## src/rtl/cal_pkg.sv

```systemverilog
package cal_pkg;

    localparam int BYTE_W = 8;
    localparam int ADDR_W = 3;

    localparam int HOUR_12H_BIT = 6;
    localparam int HOUR_PM_BIT  = 5;
    localparam int CTRL_HALT_BIT = 7;

    typedef enum logic [ADDR_W-1:0] {
        REG_SEC  = 3'd0,
        REG_MIN  = 3'd1,
        REG_HOUR = 3'd2,
        REG_DOW  = 3'd3,
        REG_DOM  = 3'd4,
        REG_MON  = 3'd5,
        REG_YEAR = 3'd6,
        REG_CTRL = 3'd7
    } cal_reg_e;

    typedef struct packed {
        logic [BYTE_W-1:0] sec;
        logic [BYTE_W-1:0] min;
        logic [BYTE_W-1:0] hour;
        logic [BYTE_W-1:0] dow;
        logic [BYTE_W-1:0] dom;
        logic [BYTE_W-1:0] mon;
        logic [BYTE_W-1:0] year;
    } cal_time_t;

    function automatic logic [BYTE_W-1:0] bcd_inc(input logic [BYTE_W-1:0] v);
        if (v[3:0] == 4'd9)
            return {v[7:4] + 4'd1, 4'd0};
        else
            return {v[7:4], v[3:0] + 4'd1};
    endfunction

    function automatic logic leap_year(input logic [BYTE_W-1:0] y);
        logic [6:0] bin;
        bin = ({3'b000, y[7:4]} * 7'd10) + {3'b000, y[3:0]};
        return bin[1:0] == 2'b00;
    endfunction

    function automatic logic [BYTE_W-1:0] month_last_day(input logic [BYTE_W-1:0] mon,
                                                         input logic [BYTE_W-1:0] y);
        case (mon)
            8'h02:                      return leap_year(y) ? 8'h29 : 8'h28;
            8'h04, 8'h06, 8'h09, 8'h11: return 8'h30;
            default:                    return 8'h31;
        endcase
    endfunction

endpackage

```

## src/rtl/cal_field_counter.sv

```systemverilog
module cal_field_counter
    import cal_pkg::*;
#(
    parameter logic [BYTE_W-1:0] LOW_VAL  = 8'h00,
    parameter logic [BYTE_W-1:0] HIGH_VAL = 8'h59,
    parameter logic [BYTE_W-1:0] INIT_VAL = 8'h00
) (
    input  logic              clk,
    input  logic              rst,
    input  logic              load,
    input  logic [BYTE_W-1:0] load_val,
    input  logic              inc,
    output logic [BYTE_W-1:0] value,
    output logic              carry
);

    logic at_top;
    assign at_top = (value == HIGH_VAL);
    assign carry  = inc && at_top;

    always_ff @(posedge clk) begin
        if (rst)
            value <= INIT_VAL;
        else if (load)
            value <= load_val;
        else if (inc)
            value <= at_top ? LOW_VAL : bcd_inc(value);
    end

    // R2 (also R5, R7 for the instances that hold weekday, month and year)
    assert_field_wrap_R2: assert property (@(posedge clk) disable iff (rst)
        (inc && !load && value == HIGH_VAL) |=> (value == LOW_VAL));

    assert_field_hold_R11: assert property (@(posedge clk) disable iff (rst)
        (!inc && !load) |=> $stable(value));

endmodule

```

## src/rtl/cal_hour_counter.sv

```systemverilog
module cal_hour_counter
    import cal_pkg::*;
(
    input  logic              clk,
    input  logic              rst,
    input  logic              load,
    input  logic [BYTE_W-1:0] load_val,
    input  logic              inc,
    output logic [BYTE_W-1:0] value,
    output logic              carry
);

    logic              fmt12;
    logic              pm;
    logic [BYTE_W-1:0] hr;
    logic [BYTE_W-1:0] nxt;
    logic              wrap;

    assign fmt12 = value[HOUR_12H_BIT];
    assign pm    = value[HOUR_PM_BIT];
    assign hr    = fmt12 ? {3'b000, value[4:0]} : {2'b00, value[5:0]};

    always_comb begin
        wrap = 1'b0;
        nxt  = value;
        if (!fmt12) begin
            wrap = (hr == 8'h23);
            nxt  = wrap ? 8'h00 : bcd_inc(hr);
        end else if (hr == 8'h11) begin
            wrap = pm;
            nxt  = {1'b0, 1'b1, ~pm, 5'h12};
        end else if (hr == 8'h12) begin
            nxt  = {1'b0, 1'b1, pm, 5'h01};
        end else begin
            nxt  = {1'b0, 1'b1, pm, 5'(bcd_inc(hr))};
        end
    end

    assign carry = inc && wrap;

    always_ff @(posedge clk) begin
        if (rst)
            value <= 8'h00;
        else if (load)
            value <= load_val;
        else if (inc)
            value <= nxt;
    end

    assert_pm_flip_R4: assert property (@(posedge clk) disable iff (rst)
        (inc && !load && fmt12 && value[4:0] == 5'h11) |=> (value[HOUR_PM_BIT] != $past(value[HOUR_PM_BIT])));

    assert_24h_wrap_R3: assert property (@(posedge clk) disable iff (rst)
        (inc && !load && !fmt12 && value == 8'h23) |=> (value == 8'h00));

    assert_mode_kept_R4: assert property (@(posedge clk) disable iff (rst)
        (inc && !load) |=> (value[HOUR_12H_BIT] == $past(value[HOUR_12H_BIT])));

endmodule

```

## src/rtl/cal_dom_counter.sv

```systemverilog
module cal_dom_counter
    import cal_pkg::*;
(
    input  logic              clk,
    input  logic              rst,
    input  logic              load,
    input  logic [BYTE_W-1:0] load_val,
    input  logic              inc,
    input  logic [BYTE_W-1:0] mon,
    input  logic [BYTE_W-1:0] year,
    output logic [BYTE_W-1:0] value,
    output logic              carry
);

    logic [BYTE_W-1:0] last_day;
    logic              at_last;

    assign last_day = month_last_day(mon, year);
    assign at_last  = (value == last_day);
    assign carry    = inc && at_last;

    always_ff @(posedge clk) begin
        if (rst)
            value <= 8'h01;
        else if (load)
            value <= load_val;
        else if (inc)
            value <= at_last ? 8'h01 : bcd_inc(value);
    end

    assert_dom_wrap_R6: assert property (@(posedge clk) disable iff (rst)
        (inc && !load && value == 8'h28 && mon == 8'h02 && !leap_year(year)) |=> (value == 8'h01));

    assert_dom_feb29_R6: assert property (@(posedge clk) disable iff (rst)
        (inc && !load && value == 8'h28 && mon == 8'h02 && leap_year(year)) |=> (value == 8'h29));

endmodule

```

## src/rtl/bcd_calendar_core.sv

```systemverilog
module bcd_calendar_core
    import cal_pkg::*;
(
    input  logic              clk,
    input  logic              rst,
    input  logic              tick,
    input  logic              wr_en,
    input  logic [ADDR_W-1:0] wr_addr,
    input  logic [BYTE_W-1:0] wr_data,
    input  logic [ADDR_W-1:0] rd_addr,
    output logic [BYTE_W-1:0] rd_data
);

    cal_time_t         t;
    logic [BYTE_W-1:0] ctrl;
    logic              step;
    logic              c_sec, c_min, c_hour, c_dow, c_dom, c_mon, c_year;

    function automatic logic hit(input cal_reg_e r);
        return wr_en && (wr_addr == r);
    endfunction

    assign step = tick && !ctrl[CTRL_HALT_BIT] && !wr_en;

    always_ff @(posedge clk) begin
        if (rst)
            ctrl <= 8'h80;
        else if (hit(REG_CTRL))
            ctrl <= wr_data;
    end

    cal_field_counter #(.LOW_VAL(8'h00), .HIGH_VAL(8'h59), .INIT_VAL(8'h00)) u_sec (
        .clk(clk), .rst(rst), .load(hit(REG_SEC)), .load_val(wr_data),
        .inc(step), .value(t.sec), .carry(c_sec));

    cal_field_counter #(.LOW_VAL(8'h00), .HIGH_VAL(8'h59), .INIT_VAL(8'h00)) u_min (
        .clk(clk), .rst(rst), .load(hit(REG_MIN)), .load_val(wr_data),
        .inc(c_sec), .value(t.min), .carry(c_min));

    cal_hour_counter u_hour (
        .clk(clk), .rst(rst), .load(hit(REG_HOUR)), .load_val(wr_data),
        .inc(c_min), .value(t.hour), .carry(c_hour));

    cal_field_counter #(.LOW_VAL(8'h01), .HIGH_VAL(8'h07), .INIT_VAL(8'h01)) u_dow (
        .clk(clk), .rst(rst), .load(hit(REG_DOW)), .load_val(wr_data),
        .inc(c_hour), .value(t.dow), .carry(c_dow));

    cal_dom_counter u_dom (
        .clk(clk), .rst(rst), .load(hit(REG_DOM)), .load_val(wr_data),
        .inc(c_hour), .mon(t.mon), .year(t.year), .value(t.dom), .carry(c_dom));

    cal_field_counter #(.LOW_VAL(8'h01), .HIGH_VAL(8'h12), .INIT_VAL(8'h01)) u_mon (
        .clk(clk), .rst(rst), .load(hit(REG_MON)), .load_val(wr_data),
        .inc(c_dom), .value(t.mon), .carry(c_mon));

    cal_field_counter #(.LOW_VAL(8'h00), .HIGH_VAL(8'h99), .INIT_VAL(8'h00)) u_year (
        .clk(clk), .rst(rst), .load(hit(REG_YEAR)), .load_val(wr_data),
        .inc(c_mon), .value(t.year), .carry(c_year));

    always_comb begin
        case (cal_reg_e'(rd_addr))
            REG_SEC:  rd_data = t.sec;
            REG_MIN:  rd_data = t.min;
            REG_HOUR: rd_data = t.hour;
            REG_DOW:  rd_data = t.dow;
            REG_DOM:  rd_data = t.dom;
            REG_MON:  rd_data = t.mon;
            REG_YEAR: rd_data = t.year;
            default:  rd_data = ctrl;
        endcase
    end

    assert_halt_freeze_R8: assert property (@(posedge clk) disable iff (rst)
        (ctrl[CTRL_HALT_BIT] && !wr_en) |=> $stable(t));

    assert_write_wins_R10: assert property (@(posedge clk) disable iff (rst)
        (wr_en && wr_addr != REG_SEC) |=> $stable(t.sec));

    assert_write_load_R9: assert property (@(posedge clk) disable iff (rst)
        (wr_en && wr_addr == REG_MIN) |=> (t.min == $past(wr_data)));

    assert_no_tick_hold_R11: assert property (@(posedge clk) disable iff (rst)
        (!tick && !wr_en) |=> $stable(t));

    assert_year_wrap_R7: assert property (@(posedge clk) disable iff (rst)
        (c_year) |=> (t.year == 8'h00 && t.mon == 8'h01));

endmodule

```

## config.mk

```make
export PLATFORM = sky130hd
export DESIGN_NAME = bcd_calendar_core
export DESIGN_NICKNAME = d
export VERILOG_FILES = /design/src/rtl/cal_pkg.sv /design/src/rtl/cal_field_counter.sv /design/src/rtl/cal_hour_counter.sv /design/src/rtl/cal_dom_counter.sv /design/src/rtl/bcd_calendar_core.sv
export SDC_FILE = /design/constraint.sdc
export NUM_CORES = 1
export LEC_CHECK = 0
export ABC_AREA = 1
export BUFFER_PORTS_ARGS = -buffer_cell sky130_fd_sc_hd__buf_2
export CAP_MARGIN = 5
export CORE_MARGIN = 5
export CORE_UTILIZATION = 60
export DETAILED_ROUTE_END_ITERATION = 6
export PLACE_DENSITY = 0.88
export SETUP_SLACK_MARGIN = 0.2
export SKIP_CTS_REPAIR_TIMING = 1
export SYNTH_ARGS = -nofsm -noshare
export SYNTH_HDL_FRONTEND = slang
export SYNTH_SLANG_ARGS = --single-unit
```

## constraint.sdc

```tcl
create_clock -name clk -period 2.7 [get_ports clk]
set_clock_uncertainty 0.15 [all_clocks]
set_input_delay 0.405 -clock clk [delete_from_list [all_inputs] [get_ports clk]]
set_output_delay 0.405 -clock clk [all_outputs]
set_load 0.02 [all_outputs]
```

Yosys cells after proc, flatten, opt, wreduce, memory -nomap -nowiden
Cells that the tools add are included.
{ "word_totals": {"input_bits": 18, "wordCells": 145, "output_inout_bits": 8, "regBits": 64} }
{ "op_classes": {"mux": 37, "bitwise": 1, "n_reduce_logical": 41, "n_eq_ne": 35, "n_addsub": 15, "mul": 1} }
{ "ops": {"columns": ["cell", "count"], "rows": [
  ["8-bit two-way mux", 30],
  ["4-bit by 1-bit adder with 4-bit output (second input constant)", 14],
  ["8-bit one-hot mux with 7 select lines", 1],
  ["8-bit by 5-bit equality test with 1-bit output (second input constant)", 4],
  ["4-bit equality test (second input constant)", 7],
  ["8-bit by 3-bit equality test with 1-bit output (second input constant)", 3],
  ["3-bit equality test (second input constant)", 7],
  ["3-bit nonzero test", 6],
  ["8-bit by 7-bit equality test with 1-bit output (second input constant)", 2],
  ["8-bit one-hot mux with 2 select lines", 1],
  ["1-bit logical AND", 15],
  ["2-bit AND reduction", 7],
  ["2-bit nonzero test", 7],
  ["3-bit by 2-bit equality test with 1-bit output (second input constant)", 4],
  ["8-bit by 2-bit equality test with 1-bit output (second input constant)", 1],
  ["8-bit by 4-bit equality test with 1-bit output (second input constant)", 1],
  ["8-bit by 6-bit equality test with 1-bit output (second input constant)", 1],
  ["8-bit equality test", 1],
  ["8-bit equality test (second input constant)", 1],
  ["3-bit by 1-bit equality test with 1-bit output (second input constant)", 2],
  ["3-bit zero test", 2],
  ["6-bit two-way mux", 1],
  ["5-bit two-way mux", 1],
  ["4-bit by 3-bit multiplier with 1-bit output (second input constant)", 1],
  ["7 further kinds", 10]
]} }

Longest topological paths before layout
Gate-level depths: netlist of the first run.
{ "logic_depth": {"word_depth": 10, "ltp_mapped": 15, "ltp_nobuf": 15} }

Cells and area by module
From an unflattened synthesis of the first run, not the netlist that was laid out.
{ "unflattened": {"hier_cells": 869, "area_unflattened_um2": 5386.4} }
{ "modules_own_cells": {"columns": ["mod", "cells_per_inst", "n_inst", "area_each_um2"], "rows": [
  ["cal_field_counter (u_min ...)", 88, 3, 579.3],
  ["bcd_calendar_core", 191, 1, 1092.3],
  ["cal_dom_counter", 133, 1, 779.5],
  ["cal_hour_counter", 96, 1, 619.3],
  ["cal_field_counter (u_dow)", 93, 1, 585.6],
  ["cal_field_counter (u_mon)", 92, 1, 571.8]
]} }

Least setup slack after synthesis of the first run
No wires, ideal clock.
{ "synth_path": {"path_type": "in2out", "start": "input rd_addr[1]", "end": "output rd_data[0]", "n_path_buf": 1, "path_slack_ns": 0.662, "path_stages": 4, "arrival_ns": 1.483, "cell_sequence": "clkbuf_1 -> nor3_1 -> a221oi_1 -> nand3_1"} }
{ "synth_via": {"elab_chain_len": 2} }
{ "synth_rtl": {"columns": ["element", "line_no", "rtl"], "rows": [
  ["from (decl)", "bcd_calendar_core.sv:10", "input logic [ADDR_W-1:0] rd_addr,"],
  ["3-bit equality test, or another cell as far along", "bcd_calendar_core.sv:61", "case (cal_reg_e'(rd_addr))"],
  ["8-bit one-hot mux with 7 select lines (*)", "bcd_calendar_core.sv:61", null],
  ["to (decl)", "bcd_calendar_core.sv:11", "output logic [BYTE_W-1:0] rd_data"]
]} }
Mark *: on every way between the ends. The rest lies on a longest branch, timed or not.

Worst setup path in the final report of the first run
{ "layout_path": {"start": "input rd_addr[0]", "end": "output rd_data[0]"} }
Same word-level chain as after synthesis.

==> results.json, run 1 <==
{
  "grt_max_degree": 31,
  "synth-seq-cells": 64,
  "syn2layout_area_growth_pct": 10.3,
  "critPathTopFamily": "simple AND/OR/NAND/NOR gates",
  "cts.htree.levels": 3,
  "clockBufferDepth": 2,
  "vias": 5088,
  "antenna_cells": 0,
  "p_per_area_nw_per_um2": 414,
  "status": "finished clean",
  "regArea_um2": 1280,
  "cp_num_buf_inv": 2,
  "route.detailed.drc": 0,
  "grt_pass1_wl_um": 22400,
  "worstSetupEndpointType": "output pin",
  "cap_violations": 0,
  "die_area_um2": 9460,
  "nNetsFinal": 746,
  "max_freq_mhz": 403,
  "start_util": 0.623,
  "io_pins": 26,
  "mappedNetlistArea_um2": 4570,
  "io_buffer_count": 25,
  "finalCritPeriodShare": 0.918,
  "cts_made_buffers": 9,
  "max_stage_delay_ps": 330,
  "coreArea_um2": 7330,
  "yosys_most_used_dff": "dfxtp_1",
  "grt_util_all_layers": 0.288,
  "drive_above_1_share": 0.145,
  "critPathLaunchType": "input pin",
  "grt_pass1_vias": 4585,
  "gp_congestion": 1.03,
  "final_max_slew_viol_count": 0,
  "slowest_stage": "nor2_2",
  "yosys_warnings": 0,
  "tightest_slew_ps": 872,
  "period_needed_ps": 2480,
  "reg2reg_slack_ps": 300,
  "firstDrtPassIters": 6,
  "rsz0062_at_grt": "no",
  "peakVddDrop_uv": 290,
  "dieWidth_um": 97.3,
  "yosys-top-cells-area": "dfxtp_1 28%, nand2_1 9.2%, inv_1 6.6%",
  "overflow": 0,
  "wire_per_inst_um": 17.5,
  "dp_hpwl_um": 10300,
  "p_leak_nw": 2.08,
  "path_class": "input pin to output pin",
  "synth_largest_area_cell": "dfxtp_1",
  "synth_top_area_frac": 0.280,
  "antenna_found_initial": 0,
  "rows": 31,
  "multi_input_area_um2": 2880,
  "postSynthCellCount": 679,
  "cp_cell_sequence": "buf_2, nor2_2, nand2_1, o22ai_1, a221oi_1, nand3_1, buf_2",
  "ant_nets": 0,
  "hold_path.class": "input pin to register",
  "ys_seq_area_frac": 0.280,
  "cts.clk_slew.worst_paths_ps": 70,
  "syn_avg_cell_area_um2": 6.73,
  "async_reset_ff_frac": 0,
  "worstPathRequired_ps": 2140,
  "cts_tree": "done",
  "ys_types": 40,
  "synthMostInstantiatedCell": "nand2_1",
  "synth-edff-count": 0,
  "synth_nets": 720,
  "cts_sinks": 64,
  "setup_viol": 0,
  "path_max_fanout": 12,
  "drt_iter0_drc": 750,
  "synth_commonest_cells": "112 x nand2_1, 80 x inv_1, 70 x nor2_1",
  "final_hold_viol_count": 0,
  "viasPerCell": 6.29,
  "slew_headroom": 0.416,
  "routed_wl_um": 14200,
  "fp.dieH_um": 97.3,
  "arrival_ps": 1920,
  "n_fill_cell": 578,
  "insertion_delay_ps": 360,
  "setup-tns-final_ps": 0,
  "cts_root_buffer": "clkbuf_8",
  "hold_ws_ps": 245,
  "crit_top_cell": "buf_2"
}
==> layer usage <==
layer  routed length, µm  global-route usage
met3                1690              0.0625
met1                5660               0.385
met5                   0                   0
met4                 744               0.162
met2                6070               0.429
==> worst register-to-register path: stages, from the launching register on <==
cell and delay [ps]:
dfxtp_1 360, inv_1 120, nor2_2 170, inv_1 70, ha_1 220, nand3_1 150, nand2_1 80, nand2_2 110
nor2_4 70, nor2_2 250, inv_2 100, o21ai_1 210, o21ai_1 110, a21oi_1 140
==> area by class of cell <==
type,count,share of cell area
flip-flops and latches,64,0.255
multi-input cells,498,0.571
inverters,100,0.0752
clock inverters,3,0.00795
well taps,99,0.0246
clock buffers,13,0.0315
repair buffers,32,0.0353
==> cell families after synthesis <==
| kind of cell | after synthesis | synth area share |
|---|---|---|
| compound gates | 164 | 0.222 |
| xor+xnor | 23 | 0.0441 |
| fa+ha+maj | 23 | 0.0630 |
| buf+inv | 117 | 0.0997 |
| flops | 64 | 0.280 |
| simple gates | 288 | 0.291 |
==> flip-flops by register name, indices dropped and copies added, names as in the netlist <==
signal,count
u_mon.value,8
ctrl,8
u_min.value,8
u_dow.value,8
u_dom.value,8
u_hour.value,8
u_year.value,8
u_sec.value,8
==> stage by stage <==
stage	util	area, µm²	std cells	total power (W)	setup slack [ps]
2_1_floorplan	-	4570	679	0.00115	662
3_3_place_gp	0.652	4780	792	0.00122	230
3_5_place_dp	0.652	4780	792	0.00123	102
4_1_cts	0.679	4980	808	0.00206	102
5_1_grt	0.687	5040	809	0.00215	181
6_report	0.687	5040	809	0.00209	221
==> power breakdown <==
group	switching, W	internal (W)
sequential	0.0000216	0.000962
clock	0.000389	0.000475
combinational	0.000173	0.0000686
total	0.000583	0.00151
==> path summary, 6_finish.rpt <==
check / endpoint / depth (start not counted) / from
worst max-delay path: rd_data[0] / 7 / rd_addr[0]
worst min-delay path: u_dom.value[3] / 3 / wr_data[3]
worst max register to register: u_dow.value[6] / 13 / u_hour.value[5]
worst min register to register: u_hour.value[7] / 2 / u_hour.value[7]
==> placed cells by master (no fill, tap or decap), types with 23 or more instances in the layout <==
cell type  synthesis  layout
nor2_1            70      67
dfxtp_1           64      63
nand3_1           50      48
ha_1              23      23
a21oi_1           38      38
o22ai_1           30      30
buf_2              1      25
inv_1             80      79
nand2_1          112     112
o21ai_0           31      31
Note: power is estimated with default switching activity, not from simulation.
==> run 2, diff against run 1 <==
--- a/config.mk
+++ b/config.mk
@@ -8,9 +8,9 @@
 export ABC_AREA = 1
 export BUFFER_PORTS_ARGS = -buffer_cell sky130_fd_sc_hd__buf_2
 export CAP_MARGIN = 5
-export CORE_MARGIN = 5
 export CORE_UTILIZATION = 60
 export DETAILED_ROUTE_END_ITERATION = 6
+export MAX_ROUTING_LAYER = met4
 export PLACE_DENSITY = 0.88
 export SETUP_SLACK_MARGIN = 0.2
 export SKIP_CTS_REPAIR_TIMING = 1
==> run 2 against run 1 <==
  * Worst setup slack better by 91 ps
  * Non-clock buffer count decreased by 2
  * Utilization is 0.91 points higher
  * Combinational power hardly changed
  * Flip-flop and latch count unchanged
  * Die area down 16%
  * Clock power increased by 22%
  * Sequential share of layout area is 0.23 points lower
  * Critical path depth grew 1
==> results.json, run 2 (synthesis gave the netlist of run 1 again) <==
{
  "rsz0062_at_grt": "no",
  "rows": 31,
  "critPathLaunchType": "input pin",
  "cts_made_buffers": 9,
  "drt_iter0_drc": 506,
  "worstSetupEndpointType": "output pin",
  "viasPerCell": 6.17,
  "ant_nets": 0,
  "fp.dieH_um": 89.3,
  "insertion_delay_ps": 350,
  "hold_path.class": "input pin to register",
  "final_max_slew_viol_count": 0,
  "arrival_ps": 1830,
  "antenna_cells": 0,
  "cts.htree.levels": 3,
  "grt_util_all_layers": 0.372,
  "grt_pass1_vias": 4403,
  "path_max_fanout": 12,
  "syn2layout_area_growth_pct": 11.2,
  "layout_commonest_cell": "nand2_1",
  "dieWidth_um": 89.3,
  "vias": 4978,
  "nNetsFinal": 744,
  "status": "finished clean",
  "start_util": 0.626,
  "cts_sinks": 64,
  "routed_wl_um": 13900,
  "cts_root_buffer": "clkbuf_8",
  "grt_pass1_wl_um": 21500,
  "p_per_area_nw_per_um2": 447,
  "cp_num_buf_inv": 4,
  "period_needed_ps": 2390,
  "slew_headroom": 0.464,
  "cp_cell_sequence": "buf_2, inv_1, nor3_1, inv_1, o22ai_1, a221oi_1, nand3_1, buf_2",
  "gp_congestion": 1.07,
  "max_stage_delay_ps": 290,
  "finalCritPeriodShare": 0.884,
  "cts.clk_slew.worst_paths_ps": 70,
  "max_freq_mhz": 419,
  "tightest_slew_ps": 801,
  "cts_tree": "done",
  "startpoint": "rd_addr[0]",
  "io_pins": 26,
  "die_area_um2": 7970,
  "clockBufferDepth": 2,
  "path_class": "input pin to output pin",
  "cap_violations": 0,
  "coreArea_um2": 7290,
  "setup_viol": 0,
  "fin_area_um2": 5080,
  "dp_hpwl_um": 10400,
  "final_hold_viol_count": 0,
  "route.detailed.drc": 0,
  "layout_common_cells": "112 x nand2_1, 79 x inv_1, 68 x nor2_1",
  "antenna_found_initial": 0,
  "dpl_cell_area_um2": 4770,
  "overflow": 0,
  "critPathTopFamily": "buffers and inverters",
  "n_fill_cell": 661,
  "drive_above_1_share": 0.141,
  "setup-tns-final_ps": 0,
  "p_leak_nw": 2.09,
  "grt_max_degree": 31,
  "fin_util": 0.696,
  "peakVddDrop_uv": 365,
  "io_buffer_count": 25,
  "slowest_stage": "nor3_1",
  "reg2reg_from": "u_sec.value[0]",
  "worstPathRequired_ps": 2140,
  "min_from": "wr_data[1]",
  "firstDrtPassIters": 6,
  "wire_per_inst_um": 17.2
}
==> run 2: area by class of cell <==
class,instances,area [µm²],area share
tap,99,124,0.0244
inverter,100,379,0.0746
clock inverter,6,115,0.0227
timing repair buffer,30,163,0.0320
sequential,64,1280,0.252
multi-input combinational,498,2880,0.567
clock buffer,10,138,0.0271
==> run 2: worst min-delay path, delay by kind of cell <==
| kind | cells | cell delay, ps |
|---|---|---|
| AO/OA/AOI/OAI | 1 | 70 |
| buffers and inverters | 1 | 140 |
| AND/OR/NAND/NOR | 1 | 70 |
==> run 2: per-layer routing <==
| layer | up-vias | share of wire | track usage |
|---|---|---|---|
| met1 | 2323 | 0.42 | 0.468 |
| met3 | 47 | 0.088 | 0.0840 |
| li1 | 2370 | - | - |
| met5 | - | 0 | - |
| met4 | 0 | 0.040 | 0.196 |
| met2 | 238 | 0.45 | 0.556 |
==> run 2: power breakdown <==
group	switching (W)	total [W]	internal [W]
Clock	0.000409	0.00105	0.000643
Sequential	0.0000215	0.000983	0.000961
Combinational	0.000171	0.000238	0.0000672
Total	0.000601	0.00227	0.00167
==> run 2: worst paths after layout <==
kind,slack [ps],endpoint,depth (start not counted)
worst max-delay path,310,rd_data[3],8
worst min-delay path,240,u_sec.value[1],3
worst max register to register,320,u_dow.value[6],12
worst min register to register,320,u_hour.value[7],2
==> run 2: metrics by stage <==
stage	power [W]	hold slack, ps	worst slack (ps)	cells
2_1_floorplan	0.00115	290	662	679
3_3_place_gp	0.00122	301	208	791
3_5_place_dp	0.00123	306	94.7	791
4_1_cts	0.00226	229	91.9	807
5_1_grt	0.00234	254	186	807
6_report	0.00227	239	313	807
